### config.mk
export PLATFORM = sky130hd
export DESIGN_NAME = pmc_unit
export DESIGN_NICKNAME = d
export VERILOG_FILES = /design/src/rtl/pmc_pkg.sv /design/src/rtl/pmc_gen_counter.sv /design/src/rtl/pmc_run_counter.sv /design/src/rtl/pmc_ctrl.sv /design/src/rtl/pmc_unit.sv
export SDC_FILE = /design/constraint.sdc
export NUM_CORES = 1
export LEC_CHECK = 0
export BUFFER_PORTS_ARGS = -buffer_cell sky130_fd_sc_hd__buf_4
export CELL_PAD_IN_SITES_DETAIL_PLACEMENT = 0
export CELL_PAD_IN_SITES_GLOBAL_PLACEMENT = 2
export CORE_MARGIN = 2
export CORE_UTILIZATION = 34
export CTS_BUF_LIST = sky130_fd_sc_hd__clkbuf_8
export DETAILED_ROUTE_END_ITERATION = 16
export GPL_TIMING_DRIVEN = 1
export PLACE_DENSITY = 0.81
export SETUP_SLACK_MARGIN = 0.2
export SLEW_MARGIN = 20
export SYNTH_ARGS = -nofsm -noshare
export SYNTH_HDL_FRONTEND = slang
export SYNTH_SLANG_ARGS = --single-unit
### constraint.sdc
create_clock -name clk -period 2.2 [get_ports clk]
set_input_delay 0.11 -clock clk [delete_from_list [all_inputs] [get_ports clk]]
set_output_delay 0.11 -clock clk [all_outputs]
set_load 0.1 [all_outputs]
### src/rtl/pmc_pkg.sv
package pmc_pkg;
  // control register bit positions
  localparam int CB_GFRZ      = 0;
  localparam int CB_FRZ_USR   = 1;
  localparam int CB_FRZ_SUP   = 2;
  localparam int CB_FRZ_HYP   = 3;
  localparam int CB_ALERT_EN  = 4;
  localparam int CB_FRZ_ALERT = 5;
  localparam int CB_ALERT_FLG = 6;
  localparam int CTRL_W       = 7;

  localparam logic [1:0] MODE_USER = 2'd0;
  localparam logic [1:0] MODE_SUP  = 2'd1;

  typedef logic [CTRL_W-1:0] ctrl_t;
endpackage

### src/rtl/pmc_gen_counter.sv
module pmc_gen_counter #(
  parameter int CNT_W = 32
) (
  input  logic             clk,
  input  logic             rst,
  input  logic             cnt_en,
  input  logic             wr,
  input  logic [CNT_W-1:0] wdata,
  output logic [CNT_W-1:0] cnt,
  output logic             ovf
);
  always_ff @(posedge clk) begin
    if (rst)         cnt <= '0;
    else if (wr)     cnt <= wdata;
    else if (cnt_en) cnt <= cnt + 1'b1;
  end

  assign ovf = cnt[CNT_W-1];

  assert_frozen_hold_R3: assert property (@(posedge clk) disable iff (rst)
    (!cnt_en && !wr) |=> $stable(cnt));
  assert_write_load_R5: assert property (@(posedge clk) disable iff (rst)
    wr |=> (cnt == $past(wdata)));
endmodule

### src/rtl/pmc_run_counter.sv
module pmc_run_counter #(
  parameter int CNT_W = 32
) (
  input  logic             clk,
  input  logic             rst,
  input  logic             strobe,
  input  logic             run,
  output logic [CNT_W-1:0] cnt
);
  always_ff @(posedge clk) begin
    if (rst)                cnt <= '0;
    else if (strobe && run) cnt <= cnt + 1'b1;
  end

  assert_run_gate_R6: assert property (@(posedge clk) disable iff (rst)
    !run |=> $stable(cnt));
endmodule

### src/rtl/pmc_ctrl.sv
module pmc_ctrl
  import pmc_pkg::*;
(
  input  logic  clk,
  input  logic  rst,
  input  logic  wr,
  input  ctrl_t wdata,
  input  logic  any_ovf,
  output ctrl_t ctrl
);
  ctrl_t nxt;
  logic  fire;

  assign fire = ctrl[CB_ALERT_EN] && any_ovf;

  always_comb begin
    nxt = wr ? wdata : ctrl;
    if (fire) begin
      nxt[CB_ALERT_FLG] = 1'b1;
      if (ctrl[CB_FRZ_ALERT]) nxt[CB_GFRZ] = 1'b1;
    end
  end

  always_ff @(posedge clk) begin
    if (rst) begin
      ctrl           <= '0;
      ctrl[CB_GFRZ]  <= 1'b1;
    end else begin
      ctrl <= nxt;
    end
  end

  assert_alert_set_R8: assert property (@(posedge clk) disable iff (rst)
    (ctrl[CB_ALERT_EN] && any_ovf) |=> ctrl[CB_ALERT_FLG]);
  assert_freeze_on_alert_R9: assert property (@(posedge clk) disable iff (rst)
    (ctrl[CB_ALERT_EN] && ctrl[CB_FRZ_ALERT] && any_ovf) |=> ctrl[CB_GFRZ]);
  assert_flag_sticky_R10: assert property (@(posedge clk) disable iff (rst)
    (ctrl[CB_ALERT_FLG] && !wr) |=> ctrl[CB_ALERT_FLG]);
endmodule

### src/rtl/pmc_unit.sv
module pmc_unit
  import pmc_pkg::*;
#(
  parameter int  N_GEN = 4,
  parameter int  CNT_W = 32,
  localparam int AW    = $clog2(N_GEN + 3)
) (
  input  logic             clk,
  input  logic             rst,
  input  logic [N_GEN-1:0] ev_pulse,
  input  logic             instr_done,
  input  logic             cyc_tick,
  input  logic             run_state,
  input  logic [1:0]       priv_mode,
  input  logic             wr_en,
  input  logic [AW-1:0]    addr,
  input  logic [CNT_W-1:0] wdata,
  output logic [CNT_W-1:0] rdata,
  output logic             alert
);
  localparam logic [AW-1:0] A_CTRL  = '0;
  localparam logic [AW-1:0] A_INSTR = AW'(N_GEN + 1);
  localparam logic [AW-1:0] A_CYC   = AW'(N_GEN + 2);

  ctrl_t            ctrl;
  logic             mode_frz;
  logic             gen_stop;
  logic [N_GEN-1:0] gen_ovf;
  logic [CNT_W-1:0] gen_cnt [N_GEN];
  logic [CNT_W-1:0] instr_cnt, cyc_cnt;
  logic [CNT_W-1:0] rd_next;

  always_comb begin
    if (priv_mode == MODE_USER)     mode_frz = ctrl[CB_FRZ_USR];
    else if (priv_mode == MODE_SUP) mode_frz = ctrl[CB_FRZ_SUP];
    else                            mode_frz = ctrl[CB_FRZ_HYP];
  end
  assign gen_stop = ctrl[CB_GFRZ] || mode_frz;

  pmc_ctrl u_ctrl (
    .clk     (clk),
    .rst     (rst),
    .wr      (wr_en && (addr == A_CTRL)),
    .wdata   (wdata[CTRL_W-1:0]),
    .any_ovf (|gen_ovf),
    .ctrl    (ctrl)
  );

  for (genvar g = 0; g < N_GEN; g++) begin : g_gen
    pmc_gen_counter #(.CNT_W(CNT_W)) u_cnt (
      .clk    (clk),
      .rst    (rst),
      .cnt_en (ev_pulse[g] && !gen_stop),
      .wr     (wr_en && (addr == AW'(g + 1))),
      .wdata  (wdata),
      .cnt    (gen_cnt[g]),
      .ovf    (gen_ovf[g])
    );
  end

  pmc_run_counter #(.CNT_W(CNT_W)) u_instr (
    .clk (clk), .rst (rst), .strobe (instr_done), .run (run_state), .cnt (instr_cnt)
  );
  pmc_run_counter #(.CNT_W(CNT_W)) u_cyc (
    .clk (clk), .rst (rst), .strobe (cyc_tick), .run (run_state), .cnt (cyc_cnt)
  );

  always_comb begin
    rd_next = '0;
    if (addr == A_CTRL) rd_next[CTRL_W-1:0] = ctrl;
    if (addr == A_INSTR) rd_next = instr_cnt;
    if (addr == A_CYC)   rd_next = cyc_cnt;
    for (int i = 0; i < N_GEN; i++)
      if (addr == AW'(i + 1)) rd_next = gen_cnt[i];
  end

  always_ff @(posedge clk) begin
    if (rst) rdata <= '0;
    else     rdata <= rd_next;
  end

  assign alert = ctrl[CB_ALERT_FLG];

  assert_alert_source_R8: assert property (@(posedge clk) disable iff (rst)
    ($rose(alert) && !$past(wr_en && (addr == A_CTRL))) |-> $past(|gen_ovf));
  assert_limited_no_write_R7: assert property (@(posedge clk) disable iff (rst)
    (wr_en && (addr == A_INSTR) && !run_state) |=> $stable(instr_cnt));
endmodule

== Word-level counts from Yosys, hierarchy flattened ==
Cells that the tools add are included.

* Mux-type cells: 21
* Eq/ne operators: 7
* Reduce and logical (&&, ||, !) cells: 22
* $add $sub $neg: 6

{| class="wikitable"
|+ Operators with widths
! cell !! number
|-
| $mux W32 || 14
|-
| $add A32 B1 Y32 const B || 6
|-
| $mux W7 || 2
|-
| $logic_and A1 B1 Y1 || 12
|-
| $reduce_bool A2 Y1 || 5
|-
| $eq A3 B3 Y1 const B || 3
|-
| $eq A3 B2 Y1 const B || 2
|-
| $mux W1 || 5
|-
| $reduce_or A4 Y1 || 1
|-
| $eq A3 B1 Y1 const B || 1
|-
| $logic_not A3 Y1 || 1
|-
| $eq A2 B1 Y1 const B || 1
|-
| $logic_not A2 Y1 || 1
|-
| $logic_not A1 Y1 || 1
|-
| $logic_or A1 B1 Y1 || 1
|}

* Bits in registers: 231
* Logic and storage cells: 66
* Output and inout bits: 33

== Depth between registers and ports, before layout ==
Gate-level depths: netlist of run 1.

* Depth after elaboration: 8
* Mapped depth: 8
* Depth with buffers taken out: 6

== By module ==
Synthesis of run 1 repeated with hierarchy kept, for this count alone.

* Cell total of the unflattened synthesis: 1,686
* Area, all modules: 14,131.1 um^2

{| class="wikitable"
|+ Modules (own cells, without submodules)
! module !! cells each !! sequential area each (um^2) !! area an instance (um^2) !! times used
|-
| pmc_gen_counter || 242 || 640.6 || 1,931.9 || 4
|-
| pmc_run_counter || 180 || 640.6 || 1,576.5 || 2
|-
| pmc_unit || 335 || 640.6 || 2,986.6 || 1
|-
| pmc_ctrl || 23 || 140.1 || 264.0 || 1
|}

== Worst setup path before layout of run 1 ==
No wires, ideal clock.

* Path kind: flip-flop to flip-flop
* Start point: reg g_gen[0].u_cnt.cnt[10]
* End point: reg g_gen[0].u_cnt.cnt[29]
* Stages on the path, launching flop included: 8
* Setup slack: -0.026 ns
* Arrival: 2.135 ns
* Clock period less this slack: 2.226 ns
* Buffers on the path: 2
* Cells stage by stage: dfxtp_1 -> nand2_1 -> or2_2 -> clkbuf_1 -> or4_4 -> buf_1 -> or3_1 -> a311oi_1

* Longest elaborated chain between the ends: 3

{| class="wikitable"
|+ RTL lines
! item !! RTL line !! source
|-
| from (decl) || pmc_gen_counter.sv:9 || <nowiki>output logic [CNT_W-1:0] cnt,</nowiki>
|-
| from (signal assigned) || pmc_gen_counter.sv:14 || <nowiki>else if (wr) cnt <= wdata;</nowiki>
|-
| from (signal assigned) || pmc_gen_counter.sv:15 || <nowiki>else if (cnt_en) cnt <= cnt + 1'b1;</nowiki>
|-
| $add A32 B1 Y32 || pmc_gen_counter.sv:15 ||
|-
| $mux W32 || pmc_gen_counter.sv:15 ||
|-
| $mux W32 || pmc_gen_counter.sv:14 ||
|}

Every way passes these cells. The select of a mux whose other input is x is not followed.
A chain may end at the register's enable or synchronous reset.

== Final worst setup path of run 1 ==
* Start point: reg u_ctrl.ctrl[1]
* End point: reg g_gen[3].u_cnt.cnt[29]

* Longest elaborated chain between the ends: 5

{| class="wikitable"
|+ RTL lines
! item !! RTL line !! source
|-
| from (decl) || pmc_ctrl.sv:9 || <nowiki>output ctrl_t ctrl</nowiki>
|-
| from (signal assigned) || pmc_ctrl.sv:29 || <nowiki>ctrl <= nxt;</nowiki>
|-
| $mux W1 || pmc_unit.sv:34 || <nowiki>if (priv_mode == MODE_USER) mode_frz = ctrl[CB_FRZ_USR];</nowiki>
|-
| $logic_or A1 B1 Y1 || pmc_unit.sv:38 || <nowiki>assign gen_stop = ctrl[CB_GFRZ] || mode_frz;</nowiki>
|-
| $logic_not A1 Y1 || pmc_unit.sv:53 || <nowiki>.cnt_en (ev_pulse[g] && !gen_stop),</nowiki>
|-
| $logic_and A1 B1 Y1 || pmc_unit.sv:53 ||
|-
| $reduce_bool A2 Y1 (no source line) || n/a ||
|-
| to (signal assigned) || pmc_gen_counter.sv:14 ||
|-
| to (signal assigned) || pmc_gen_counter.sv:15 ||
|-
| to (decl) || pmc_gen_counter.sv:9 ||
|}

Every way passes these cells.

==> impl_metrics.tcl, run 1 <==
set metrics [dict create \
    swShare_pct 29.2 \
    ant_nets 0 \
    cts_tree "done" \
    ir_drop_v 0.000308 \
    power.internal_mw 7.18 \
    final_area_um2 17200 \
    pwr-share-clk_pct 42.8 \
    worstHoldPathCells 4 \
    relSlewSlack_pct 50.6 \
    overflow 0 \
    reg2regPathDepth 6 \
    yosys_register_bits 231 \
    clkSlewWorstSetupHoldPaths_ns 0.06 \
    die_y_um 197 \
    die_w_um 197 \
    drt-total-wl_mm 52.4 \
    startpoint "u_ctrl.ctrl[1]" \
    fin_setup_tns_ns 0 \
    syn-num-nets 1656 \
    finalCriticalPeriod_ns 2.19 \
    path_max_fanout 8 \
    grt_max_degree 84 \
    reg2reg_slack_ns 0.007 \
    final_nets 1894 \
    finalHoldViolCount 0 \
    hpwl_mm 37.8 \
    rsz0062_at_grt "true" \
    ys_seq_area_share_pct 36.4 \
    hp-start "addr[2]" \
    numClockSinks 231 \
    cp-end-kind "flop" \
    antenna_found_initial 1 \
    synth_ff_type "dfxtp_1" \
    pin_count 80 \
    syn_area_per_cell_um2 7.93 \
    holdCritPathClass "in -> reg" \
    core_area_um2 36700 \
    grt_pass1_wl_mm 78.7 \
    pwr-share-seq_pct 43.5 \
    io_buffer_count 79 \
    cts_root_buf "clkbuf_8" \
    worstPathArrival_ns 2.71 \
    start_util_pct 34.6 \
    timing.hold.ws_ns 0.0850 \
    syn-cell-area_um2 12700 \
    p_comb_share_pct 13.7 \
    synthDistinctLibCells 56 \
    clock_skew_ns 0.0270 \
    drc 0 \
    drive_gt1_share_pct 25.6 \
    routed_via_density 5.80 \
    cts_max_level 2 \
    fmax_mhz 456 \
    r2r_start "u_ctrl.ctrl[1]" \
    r2r-end "g_gen[3].u_cnt.cnt[29]" \
    antenna_cells 0 \
    required_ns 2.72 \
    cts_buffers 43 \
    drv_slew 0 \
    dr.pass1.iters 7 \
    grt_usage_pct 26.7 \
    totalPowerFinal_mw 10.1 \
    wire_per_inst_um 22.4 \
    fillers 3608 \
    clk_path_buf_depth 3 \
    status "finished, final reports clean" \
    pre_cts_slack_ns -0.0663 \
    min_delay_worst_endpoint "rdata[8]" \
    crit_path_start_kind "flop" \
    cap_violations 0 \
    final_common_cell "buf_4" \
    vias 13600 \
    drtIter0Drc 1418 \
    switchingPower_mw 2.96 \
    fp-row-count 70 \
    clock_latency_ns 0.62 \
    placed_area_um2 14900 \
    place.gp.congestion 0.897 \
    async_reset_ff_share_pct 0 \
    synth_edf_count 0 \
    crit_type "reg -> reg" \
    grt_pass1_vias 12700 \
    final_cell_mix "248 x buf_4, 230 x nor2_1, 209 x dfxtp_1, 114 x nand2_1, 88 x xnor2_1" \
    synthesis.instances 1603 \
    setup-violations-final 0 \
    yosysWarnings 0 \
    fin_crit_sh_pct 99.7 \
    powerDensity_nw_per_um2 590 \
    tightest_slew_ns 0.740 \
    area_growth_pct 35.2 \
    power_leakage_nw 6.27 \
    die_area_um2 38900 \
    layout_setup_ws_ns 0.00680 \
]
[through the flow]
step,util (%),instances
floorplan,-,1603
global placement,40.7,2202
detailed placement,40.7,2202
CTS,45.0,2326
global route,46.8,2339
finish,46.8,2339
[cell families (layout without fill, tap and decap cells)]
group	count (synthesis)	in the layout	share of synthesized area, %
compound gates	339	340	18.1
fa+ha+maj	6	6	0.591
simple gates	712	713	28.4
xor+xnor	129	129	8.89
mux	41	41	3.28
buf+inv	145	411	4.33
flops	231	231	36.4
[metal layers]
layer  track usage (%)  vias to the layer above  wire (µm)
met5                 0                        -         12
met4              8.30                        2       1590
met3              4.18                       90       3890
met2              40.5                      522      23200
met1              38.7                     6560      23800
li1                  -                     6381          -
[power by group through the flow]
stage          Sequential, mW  Clock, mW  Combinational, mW
2_1_floorplan            4.72          0              0.484
3_3_place_gp             4.50          0               1.27
3_5_place_dp             4.50          0               1.27
4_1_cts                  4.41       4.44               1.35
5_1_grt                  4.42       4.61               1.46
6_report                 4.41       4.34               1.39
[critical path: stages (launching register included)]
cell	delay (ns)
dfxtp_2	0.32
mux2_4	0.27
o21a_4	0.22
or4_4	0.49
buf_6	0.15
or4_1	0.40
a311oi_1	0.26
[timing repair]
item,4_1_cts,5_1_grt
hold buffers,38,0
setup buffers,10,12
cloned,1,1
pin swaps,18,58
resized for setup,44,104
endpoints found under the setup margin,63,92
endpoints found under the hold margin,163,0
[sequential cells by signal (all words and copies together) (netlist names)]
name and count:
g_gen.u_cnt.cnt 128, rdata 32, u_cyc.cnt 32, u_instr.cnt 32
u_ctrl.ctrl 7
[final cells by class]
type	count	area (µm²)	share of cell area, %
Multi-Input combinational cell	1229	8380	48.8
Clock buffer	60	826	4.80
Tap cell	468	586	3.41
Timing Repair Buffer	307	2560	14.9
Clock inverter	15	62.6	0.364
Inverter	29	109	0.633
Sequential cell	231	4660	27.1
[worst max path at each step]
stage / slack [ns] / to
floorplan: 0.05 / g_gen[3].u_cnt.cnt[31]
global placement: -0.04 / g_gen[3].u_cnt.cnt[30]
detailed placement: -0.07 / g_gen[1].u_cnt.cnt[26]
CTS: -0.01 / g_gen[1].u_cnt.cnt[30]
global route: -0.04 / g_gen[1].u_cnt.cnt[30]
finish: 0.007 / g_gen[3].u_cnt.cnt[29]
[cells in the mapped netlist, types with 4 or more instances]
cell         n  share of area, %
a211oi_1    85               5.0
a21o_1       4              0.24
a21oi_1     71               2.8
a22oi_1     32               1.9
a311oi_1    39               2.7
and2_1      10              0.49
and3_1      27               1.3
and4_1      25               1.7
buf_1       10              0.30
buf_2        5              0.20
clkbuf_1   101               3.0
dfxtp_1    231                36
ha_1         6              0.59
inv_1       27              0.80
mux2i_1     39               3.1
nand2_1    119               3.5
nand2b_1    11              0.54
nand3_1     68               2.7
nand4_1     41               2.0
nor2_1     232               6.9
nor2b_1     10              0.49
nor3_1      38               1.5
nor3b_1      4              0.24
nor4_1      50               2.5
nor4b_1      6              0.41
nor4bb_1     4              0.32
o21ai_0     43               1.7
o22ai_1     23               1.1
o2bb2ai_1    4              0.28
o31ai_1     19               1.1
or2_2        4              0.20
or3_1       26               1.3
or4_1       29               1.7
xnor2_1     89               6.1
xor2_1      40               2.8
No activity file was read; power rests on OpenSTA's default activity.
==> run 2, diff against run 1 <==
--- a/config.mk
+++ b/config.mk
@@ -6,14 +6,15 @@
 export NUM_CORES = 1
 export LEC_CHECK = 0
 export BUFFER_PORTS_ARGS = -buffer_cell sky130_fd_sc_hd__buf_4
+export CAP_MARGIN = 15
 export CELL_PAD_IN_SITES_DETAIL_PLACEMENT = 0
 export CELL_PAD_IN_SITES_GLOBAL_PLACEMENT = 2
 export CORE_MARGIN = 2
-export CORE_UTILIZATION = 34
+export CORE_UTILIZATION = 38
 export CTS_BUF_LIST = sky130_fd_sc_hd__clkbuf_8
 export DETAILED_ROUTE_END_ITERATION = 16
 export GPL_TIMING_DRIVEN = 1
-export PLACE_DENSITY = 0.81
+export PLACE_DENSITY = 0.85
 export SETUP_SLACK_MARGIN = 0.2
 export SLEW_MARGIN = 20
 export SYNTH_ARGS = -nofsm -noshare
==> constraint.sdc (replaced) <==
create_clock -name clk -period 2.5 [get_ports clk]
set_input_delay 0.125 -clock clk [delete_from_list [all_inputs] [get_ports clk]]
set_output_delay 0.125 -clock clk [all_outputs]
set_load 0.1 [all_outputs]
==> impl_metrics.tcl, run 2 (synthesis results as in run 1) <==
set metrics [dict create \
    pre_cts_slack_ns 0.158 \
    core_area_um2 32700 \
    cp-end-kind "flop" \
    power_leakage_nw 5.28 \
    die_area_um2 34900 \
    clock_latency_ns 0.58 \
    routed_via_density 5.90 \
    cap_violations 0 \
    dr.pass1.iters 6 \
    setup-violations-final 0 \
    numClockSinks 231 \
    path_max_fanout 6 \
    holdCritPathClass "in -> reg" \
    antenna_cells 0 \
    finalCriticalPeriod_ns 2.23 \
    fin_cells 2199 \
    wire_per_inst_um 22.7 \
    totalPowerFinal_mw 8.94 \
    rsz0062_at_grt "true" \
    dp.cells 2078 \
    grt_pass1_wl_mm 75.2 \
    finalHoldViolCount 0 \
    start_util_pct 38.9 \
    fin_crit_sh_pct 89.1 \
    area_growth_pct 21.4 \
    overflow 0 \
    required_ns 2.99 \
    clock_skew_ns 0.0226 \
    final_area_um2 15400 \
    crit_path_start_kind "flop" \
    cts_root_buf "clkbuf_8" \
    powerDensity_nw_per_um2 579 \
    layout_setup_ws_ns 0.271 \
    top_register "g_gen.u_cnt.cnt" \
    final_cell_mix "231 x nor2_1, 224 x dfxtp_1, 142 x buf_4, 116 x nand2_1, 89 x xnor2_1" \
    drt-total-wl_mm 49.9 \
    drv_slew 0 \
    tightest_slew_ns 0.826 \
    status "finished, final reports clean" \
    cts_max_level 2 \
    placed_area_um2 14000 \
    grt_usage_pct 28.1 \
    die_w_um 187 \
    worstPathArrival_ns 2.72 \
    grt_pass1_vias 12100 \
    fin_setup_tns_ns 0 \
    grt_max_degree 104 \
    final_common_cell "nor2_1" \
    final_nets 1775 \
    cts_buffers 44 \
    vias 13000 \
    fmax_mhz 449 \
    largest_reg_flops 128 \
    pin_count 80 \
    use_met1_pct 39.8 \
    drc 0 \
    drtIter0Drc 1144 \
    clk_path_buf_depth 3 \
    reg2regPathDepth 5 \
    relSlewSlack_pct 44.9 \
    cts_tree "done" \
    ant_nets 0 \
    busiest_layer "met2" \
    grt_use_met3_pct 5.89 \
    fp-row-count 66 \
    ir_drop_v 0.000281 \
    place.gp.congestion 0.919 \
    antenna_found_initial 0 \
    hpwl_mm 36.4 \
    use_met2_pct 40.2 \
    drive_gt1_share_pct 14.8 \
    crit_type "reg -> reg" \
    io_buffer_count 79 \
    worstHoldPathCells 3 \
    clkSlewWorstSetupHoldPaths_ns 0.06 \
    die_y_um 187 \
]
[run 2: changes by cell type in the layout (fill, tap and decap cells not counted), sizes merged]
cell and change:
clkinvlp +2, dlygate4sd3 -1, clkinv +1, o32a -1, inv +3, buf -119
bufinv +1
[run 2: layout make-up]
class / instances / area, µm²
Fill cell: 3330 / 17300
Multi-Input combinational cell: 1228 / 7610
Sequential cell: 231 / 4630
Timing Repair Buffer: 188 / 1590
Clock buffer: 59 / 812
Tap cell: 442 / 553
Clock inverter: 22 / 124
Inverter: 29 / 109
[run 2: what timing repair did]
item / in CTS / in global routing
setup buffers: 0 / 2
gates cloned: 1 / 0
endpoints found under the setup margin: 10 / 23
endpoints found under the hold margin: 124 / 0
gates resized for setup: 4 / 20
hold buffers: 37 / 0
pin swaps: 1 / 3
[run 2: routing by layer]
layer	up-vias	part of all wire, %
met3	116	8.8
met5	-	0
met2	538	41
li1	6140	-
met4	0	5.0
met1	6181	45
[run 2: where the power goes]
group	switching, mW	internal, mW
Clock	1.73	2.21
Sequential	0.115	3.79
Combinational	0.752	0.344
[run 2: worst paths after layout]
kind                                  to  slack [ns]      startpoint
setup reg to reg  g_gen[3].u_cnt.cnt[30]        0.27  u_ctrl.ctrl[1]
hold / removal                 rdata[27]        0.04         addr[1]
hold reg to reg           u_ctrl.ctrl[0]        0.51  u_ctrl.ctrl[5]
setup / recovery  g_gen[3].u_cnt.cnt[30]        0.27  u_ctrl.ctrl[1]
[run 2: worst max-delay path: stages (launching register included)]
cell and delay (ns):
dfxtp_1 0.33, mux2_4 0.29, o21a_2 0.25, or4_4 0.59, or4_1 0.43, a311oi_1 0.26
[run 2: through the flow]
step                util [%]  hold slack (ns)
floorplan                  -            0.252
global placement        42.9            0.447
detailed placement      42.9            0.454
CTS                     47.0          0.00927
global route            47.2           0.0432
finish                  47.2           0.0436
==> run 3, diff against run 2 <==
==> constraint.sdc (replaced) <==
create_clock -name clk -period 2.5 [get_ports clk]
set_input_delay 0.5 -clock clk [delete_from_list [all_inputs] [get_ports clk]]
set_output_delay 0.5 -clock clk [all_outputs]
set_load 0.1 [all_outputs]
==> impl_metrics.tcl, run 3 (synthesis results as in run 1) <==
set metrics [dict create \
    status "finished, final reports clean" \
    drt-total-wl_mm 50.0 \
    finalHoldViolCount 0 \
    wire_per_inst_um 23.0 \
    worstPathArrival_ns 2.71 \
    overflow 0 \
    vias 12700 \
    grt_pass1_wl_mm 74.8 \
    core_area_um2 32700 \
    clkSlewWorstSetupHoldPaths_ns 0.06 \
    largest_reg_flops 128 \
    final_cell_mix "231 x nor2_1, 223 x dfxtp_1, 162 x buf_4, 116 x nand2_1, 89 x xnor2_1" \
    power_leakage_nw 5.19 \
    crit_cells 5 \
    fillers 3329 \
    ir_drop_v 0.000355 \
    die_y_um 187 \
    swShare_pct 29.6 \
    powerDensity_nw_per_um2 564 \
    cts_max_level 2 \
    cp-end-kind "flop" \
    totalPowerFinal_mw 8.58 \
    grt_max_degree 92 \
    pwr-share-seq_pct 45.6 \
    die_area_um2 34900 \
    start_util_pct 38.9 \
    fp-row-count 66 \
    die_w_um 187 \
    cts_buffers 44 \
    drv_slew 0 \
    antenna_found_initial 3 \
    final_common_cell "nor2_1" \
    grt_pass1_vias 11700 \
    pin_count 80 \
    io_buffer_count 79 \
    clock_latency_ns 0.57 \
    crit_chain "mux2_4, o21a_2, or4_4, or4_1, a311oi_1" \
    final_nets 1758 \
    p_comb_share_pct 12.4 \
    area_growth_pct 19.7 \
    clk_path_buf_depth 3 \
    relSlewSlack_pct 47.9 \
    setup-violations-final 0 \
    slowest_delay_ns 0.57 \
    top_register "g_gen.u_cnt.cnt" \
    finalCriticalPeriod_ns 2.24 \
    tightest_slew_ns 0.782 \
    hpwl_mm 36.6 \
    antenna_cells 0 \
    power.internal_mw 6.04 \
    worst-path-buf-inv 0 \
    cap_violations 0 \
    placed_area_um2 14200 \
    drive_gt1_share_pct 16.4 \
    routed_via_density 5.86 \
    fmax_mhz 447 \
    clock_skew_ns 0.0129 \
    rsz0062_at_grt "true" \
    final_area_um2 15200 \
    crit_type "reg -> reg" \
    required_ns 2.98 \
    fin_crit_sh_pct 89.4 \
    ant_nets 0 \
    switchingPower_mw 2.54 \
    dr.pass1.iters 6 \
    numClockSinks 231 \
    holdCritPathClass "in -> reg" \
    slowest_stage "or4_4" \
    fin_setup_tns_ns 0 \
    cts_hold_buffers 0 \
    grt_usage_pct 27.9 \
    cp_top_family "simple AND/OR/NAND/NOR gates" \
    fin_cells 2172 \
    drc 0 \
    crit_path_start_kind "flop" \
    path_max_fanout 5 \
    pwr-share-clk_pct 42.0 \
    dp.cells 2099 \
    timing.hold.ws_ns 0.248 \
    cts_root_buf "clkbuf_8" \
    worstHoldPathCells 3 \
    reg2regPathDepth 5 \
    place.gp.congestion 0.976 \
    cts_tree "done" \
    drtIter0Drc 1222 \
]
run 3: cell types whose count changed in the layout (fill, tap and decap cells not counted), sizes merged:
cell         previous run  this run
buf                   150       171
dlygate4sd3            37         0
clkinv                  7         5
bufinv                  1         0
clkinvlp                2         0
clkbuf                 60        54
run 3: cell type report:
class / instances / area [µm²] / area share [%]
Tap cell: 442 / 553 / 3.63
Clock buffer: 54 / 743 / 4.88
Inverter: 29 / 109 / 0.715
Timing Repair Buffer: 171 / 1380 / 9.06
Sequential cell: 231 / 4640 / 30.5
Multi-Input combinational cell: 1228 / 7730 / 50.8
Clock inverter: 17 / 68.8 / 0.452
run 3: repair_timing:
action / 4_1_cts / 5_1_grt
buffers inserted: 0 / 1
gates cloned: 0 / 1
gates resized for setup: 3 / 36
setup endpoints to repair: 11 / 33
pin swaps: 1 / 3
run 3: worst reg2reg max path, delay by kind of cell (launching register included):
| kind | cells | cell delay [ns] |
|---|---|---|
| AO/OA/AOI/OAI | 2 | 0.52 |
| flip-flops | 1 | 0.36 |
| multiplexers | 1 | 0.29 |
| AND/OR/NAND/NOR | 2 | 0.97 |
run 3: path summary, 6_finish.rpt:
kind	start	endpoint	slack, ns
worst max-delay path	u_ctrl.ctrl[1]	g_gen[3].u_cnt.cnt[26]	0.26
worst min-delay path	cyc_tick	u_cyc.cnt[1]	0.25
worst max register to register	u_ctrl.ctrl[1]	g_gen[3].u_cnt.cnt[26]	0.26
worst min register to register	u_ctrl.ctrl[5]	u_ctrl.ctrl[0]	0.50
run 3: per-stage QoR:
step / util, % / setup slack, ns
after detailed placement: 43.6 / -0.115
final: 46.5 / 0.264
after floorplan: - / 0.146
after CTS: 46.1 / 0.204
after global placement: 43.6 / -0.0908
after global routing: 46.5 / 0.168
run 3: power by group through the flow:
| stage | clock network [mW] | registers (mW) | logic [mW] |
|---|---|---|---|
| CTS | 3.67 | 3.91 | 1.04 |
| floorplan | 0 | 4.15 | 0.425 |
| global route | 3.82 | 3.92 | 1.12 |
| global placement | 0 | 3.98 | 1.04 |
| finish | 3.60 | 3.91 | 1.07 |
| detailed placement | 0 | 3.99 | 1.04 |
run 3: routing by layer:
metal	track usage (%)	wire, µm	vias to the layer above
met2	40.3	20700	511
li1	-	-	6090
met5	0	0	-
met3	4.95	4200	84
met1	41.2	23300	6052
met4	10.2	1700	0
